[src/rtl/hz_pkg.sv]
package hz_pkg;
  typedef enum logic [1:0] {
    SRC_FILE  = 2'b00,
    SRC_MEMWB = 2'b01,
    SRC_EXMEM = 2'b10
  } src_sel_e;
  localparam int NUM_OPERANDS = 2;
endpackage

[src/rtl/hz_src_pick.sv]
module hz_src_pick
  import hz_pkg::*;
#(
  parameter int AW = 5
) (
  input  logic [AW-1:0] src_i,
  input  logic          xm_wr_en_i,
  input  logic [AW-1:0] xm_dst_i,
  input  logic          mw_wr_en_i,
  input  logic [AW-1:0] mw_dst_i,
  output src_sel_e      sel_o
);
  localparam logic [AW-1:0] ZERO_REG = '0;

  logic xm_hit;
  logic mw_hit;

  assign xm_hit = xm_wr_en_i && (xm_dst_i != ZERO_REG) && (xm_dst_i == src_i);
  assign mw_hit = mw_wr_en_i && (mw_dst_i != ZERO_REG) && (mw_dst_i == src_i);

  // Younger producer is checked first.
  always_comb begin
    if (xm_hit)      sel_o = SRC_EXMEM;
    else if (mw_hit) sel_o = SRC_MEMWB;
    else             sel_o = SRC_FILE;
  end

  always_comb begin
    // a stage that does not write never drives a bypass
    assert_nowr_R6: assert (xm_wr_en_i || mw_wr_en_i || sel_o == SRC_FILE);
  end
endmodule

[src/rtl/hz_load_lock.sv]
module hz_load_lock #(
  parameter int AW = 5
) (
  input  logic          dx_mem_rd_i,
  input  logic [AW-1:0] dx_rt_i,
  input  logic [AW-1:0] fd_rs_i,
  input  logic [AW-1:0] fd_rt_i,
  output logic          stall_o
);
  logic rs_dep;
  logic rt_dep;

  assign rs_dep  = (dx_rt_i == fd_rs_i);
  assign rt_dep  = (dx_rt_i == fd_rt_i);
  assign stall_o = dx_mem_rd_i && (rs_dep || rt_dep);

  always_comb begin
    // no load in decode/execute means no interlock
    assert_noload_R8: assert (dx_mem_rd_i || !stall_o);
  end
endmodule

[src/rtl/hz_ctrl.sv]
module hz_ctrl
  import hz_pkg::*;
#(
  parameter int AW = 5
) (
  input  logic [AW-1:0] dx_rs_i,
  input  logic [AW-1:0] dx_rt_i,
  input  logic          dx_mem_rd_i,
  input  logic [AW-1:0] fd_rs_i,
  input  logic [AW-1:0] fd_rt_i,
  input  logic          xm_wr_en_i,
  input  logic [AW-1:0] xm_dst_i,
  input  logic          mw_wr_en_i,
  input  logic [AW-1:0] mw_dst_i,
  output logic [1:0]    fwd_a_o,
  output logic [1:0]    fwd_b_o,
  output logic          pc_hold_o,
  output logic          fd_hold_o,
  output logic          dx_bubble_o
);
  logic [AW-1:0] op_src [NUM_OPERANDS];
  src_sel_e      op_sel [NUM_OPERANDS];
  logic          stall;

  assign op_src[0] = dx_rs_i;
  assign op_src[1] = dx_rt_i;

  for (genvar g = 0; g < NUM_OPERANDS; g++) begin : g_op
    hz_src_pick #(.AW(AW)) u_pick (
      .src_i      (op_src[g]),
      .xm_wr_en_i (xm_wr_en_i),
      .xm_dst_i   (xm_dst_i),
      .mw_wr_en_i (mw_wr_en_i),
      .mw_dst_i   (mw_dst_i),
      .sel_o      (op_sel[g])
    );
  end

  hz_load_lock #(.AW(AW)) u_lock (
    .dx_mem_rd_i (dx_mem_rd_i),
    .dx_rt_i     (dx_rt_i),
    .fd_rs_i     (fd_rs_i),
    .fd_rt_i     (fd_rt_i),
    .stall_o     (stall)
  );

  assign fwd_a_o     = op_sel[0];
  assign fwd_b_o     = op_sel[1];
  assign pc_hold_o   = stall;
  assign fd_hold_o   = stall;
  assign dx_bubble_o = stall;

  always_comb begin
    // the unused code never leaves the unit
    assert_legal_R3: assert (fwd_a_o != 2'b11 && fwd_b_o != 2'b11);
    // with both destinations at register 0 no bypass is chosen
    assert_zero_R5: assert (xm_dst_i != '0 || mw_dst_i != '0 ||
                            (fwd_a_o == 2'b00 && fwd_b_o == 2'b00));
    // a matching younger writer always wins on operand A
    assert_prio_R4: assert (!(xm_wr_en_i && xm_dst_i != '0 && xm_dst_i == dx_rs_i) ||
                            fwd_a_o == 2'b10);
    // a load feeding the next rs forces a stall
    assert_lock_R7: assert (!(dx_mem_rd_i && dx_rt_i == fd_rs_i) || dx_bubble_o);
  end
endmodule

[config.mk]
export PLATFORM = sky130hd
export DESIGN_NAME = hz_ctrl
export DESIGN_NICKNAME = d
export VERILOG_FILES = /design/src/rtl/hz_pkg.sv /design/src/rtl/hz_src_pick.sv /design/src/rtl/hz_load_lock.sv /design/src/rtl/hz_ctrl.sv
export SDC_FILE = /design/constraint.sdc
export NUM_CORES = 1
export LEC_CHECK = 0
export ABC_AREA = 0
export BUFFER_PORTS_ARGS = -buffer_cell sky130_fd_sc_hd__buf_2
export CORE_AREA = 2 2 39 41
export DETAILED_ROUTE_END_ITERATION = 12
export DIE_AREA = 0 0 41 43
export PLACE_DENSITY = 0.71
export SLEW_MARGIN = 10
export SYNTH_ARGS = -nofsm -noshare
export SYNTH_HDL_FRONTEND = slang
export SYNTH_SLANG_ARGS = --single-unit
[constraint.sdc]
create_clock -name vclk -period 2.6
set_clock_uncertainty 0.2 [all_clocks]
set_input_delay 0.13 -clock vclk [all_inputs]
set_output_delay 0.13 -clock vclk [all_outputs]
set_load 0.05 [all_outputs]
==> results.json <==
{
  "synth.most_common_cell": "xnor2_1",
  "placed_area_sq_um": 603.1,
  "final_cells": 104,
  "stdcell_area_sq_um": 603.1,
  "netlist_top_cells_count": "24 x xnor2_1, 6 x xor2_1, 4 x buf_4, 4 x nand4_1",
  "crit_required_ns": 2.27,
  "tightest_slew_ns": 0.4713,
  "crit_family": "simple AND/OR/NAND/NOR gates",
  "via_count": 486,
  "track_usage": 0.1399,
  "drive_above_1_share": 0.4886,
  "seq_cell_count": 0,
  "core_area_sq_um": 1384,
  "first_global_vias": 453,
  "worst_setup_path_end_kind": "primary output",
  "synth.distinct_cells": 15,
  "timing.fmax_ghz": 0.5160,
  "synth_nets": 88,
  "die_h_um": 43,
  "drv_cap": 0,
  "critical_path.max_fanout": 3,
  "hold_viol_final": 0,
  "setup_viol": 0,
  "die-area_sq_um": 1763,
  "status": "finished, final reports clean",
  "fin_crit_ns": 1.938,
  "drc": 0,
  "avgSynthCellArea_sq_um": 7.712,
  "syn_area_sq_um": 424.2,
  "clkbuf_count": 0,
  "yosysTopAreaCellShare": 0.4956,
  "ir_drop_mv": 0.05575,
  "period_share": 0.7454,
  "nFillCells": 150,
  "maxSlewHeadroom": 0.6829,
  "path_buf_inv": 2,
  "yosysWarningCount": 0,
  "final_net_count": 123,
  "synth.area.top_cells": "xnor2_1 50%, xor2_1 12%, buf_4 7.1%",
  "wl_met3_um": 63,
  "worst_path_most_repeated_cell": "buf_2",
  "pin_count": 40,
  "post-dp-hpwl_um": 1078,
  "arrival_ns": 1.61,
  "drv_slew": 0,
  "grt_pass1_wl_um": 1807,
  "drt-total-wl_um": 1135,
  "wl_met1_um": 460,
  "grt-ovfl-total": 0,
  "cp_cell_sequence": "buf_2 > or4_1 > o21ai_2 > nor4_1 > nor4_2 > buf_2",
  "p_leak_uw": 0.0002658,
  "ant_nets": 0,
  "powerDensity_nw_per_um2": 172.5,
  "antenna_cells": 0,
  "rsz0062_at_grt": "false",
  "viasPerCell": 4.673,
  "cts-resized-gates": 0,
  "synth_area_leader_cell": "xnor2_1",
  "report.power.total_uw": 104.0,
  "drt_iter0_markers": 2,
  "start_kind": "primary input",
  "netlist_instances": 55,
  "post_cts_buffers": 0,
  "dieWidth_um": 41,
  "post_drt_wl_per_cell_um": 10.91,
  "hold_class": "in2out",
  "tns_ns": 0,
  "portBuffers": 40,
  "dpl.cell_count": 104,
  "wl_met2_um": 611,
  "routed.top_layer": "met3",
  "globalplace.congestion": 0.8299,
  "grt_antenna_before_repair": 0,
  "critPathKind": "in2out",
  "hold_buffers": 0,
  "drtPass1Iterations": 4,
  "initial_core_util": 0.3065,
  "critPathSlowestCell": "or4_1",
  "ys_seq_area_frac": 0,
  "area_growth_pct": 42.18,
  "critical_path.max_stage_delay_ns": 0.56,
  "holdWs_ns": 0.4849,
  "seq_area_sq_um": 0,
  "grt_max_degree": 5,
  "row_count": 14
}
==> cell families after synthesis <==
kind of cell    after synthesis  synth area share
compound gates                2           0.03541
xor+xnor                     30            0.6195
simple gates                 16            0.2478
buf+inv                       7           0.09735
==> per-layer routing <==
layer	GRT usage	up-vias
li1	-	250
met1	0.1741	215
met2	0.2656	21
met3	0	0
met4	0	0
met5	0	-
==> cells in the final DEF, fill, tap and decap left out <==
cell      n
or4_1     2
nand3_1   2
xor2_1    6
and2_1    1
nand2_1   2
nand4_1   4
buf_2    40
nor2_1    1
o22ai_1   1
nor4_2    2
xnor2_1  24
nor4_1    2
o21ai_2   1
==> report_power, final <==
group	leakage, uW	switching [uW]	internal (uW)	total (uW)
Clock	0	0	0	0
Combinational	0.000266	52.1	51.9	104
Sequential	0	0	0	0
Total	0.000266	52.1	51.9	104
==> worst paths after layout <==
path	endpoint	startpoint	cells past startpoint	slack [ns]
max	fwd_b_o[0]	xm_dst_i[0]	6	0.66
min	fwd_a_o[0]	mw_wr_en_i	4	0.48
==> per-stage QoR <==
stage | setup slack, ns | utilization
detailed placement | 0.6502 | 0.4358
global route | 0.5470 | 0.4358
CTS | 0.6490 | 0.4358
floorplan | 0.4125 | -
finish | 0.6621 | 0.4358
global placement | 0.7209 | 0.4358
==> final cells by class <==
cell class                 instances  area (sq um)  area share
timing repair buffer              40         200.2      0.3320
tap                               16         20.02     0.03320
multi-input combinational         48         382.9      0.6349
No activity file was read; power rests on OpenSTA's default activity.
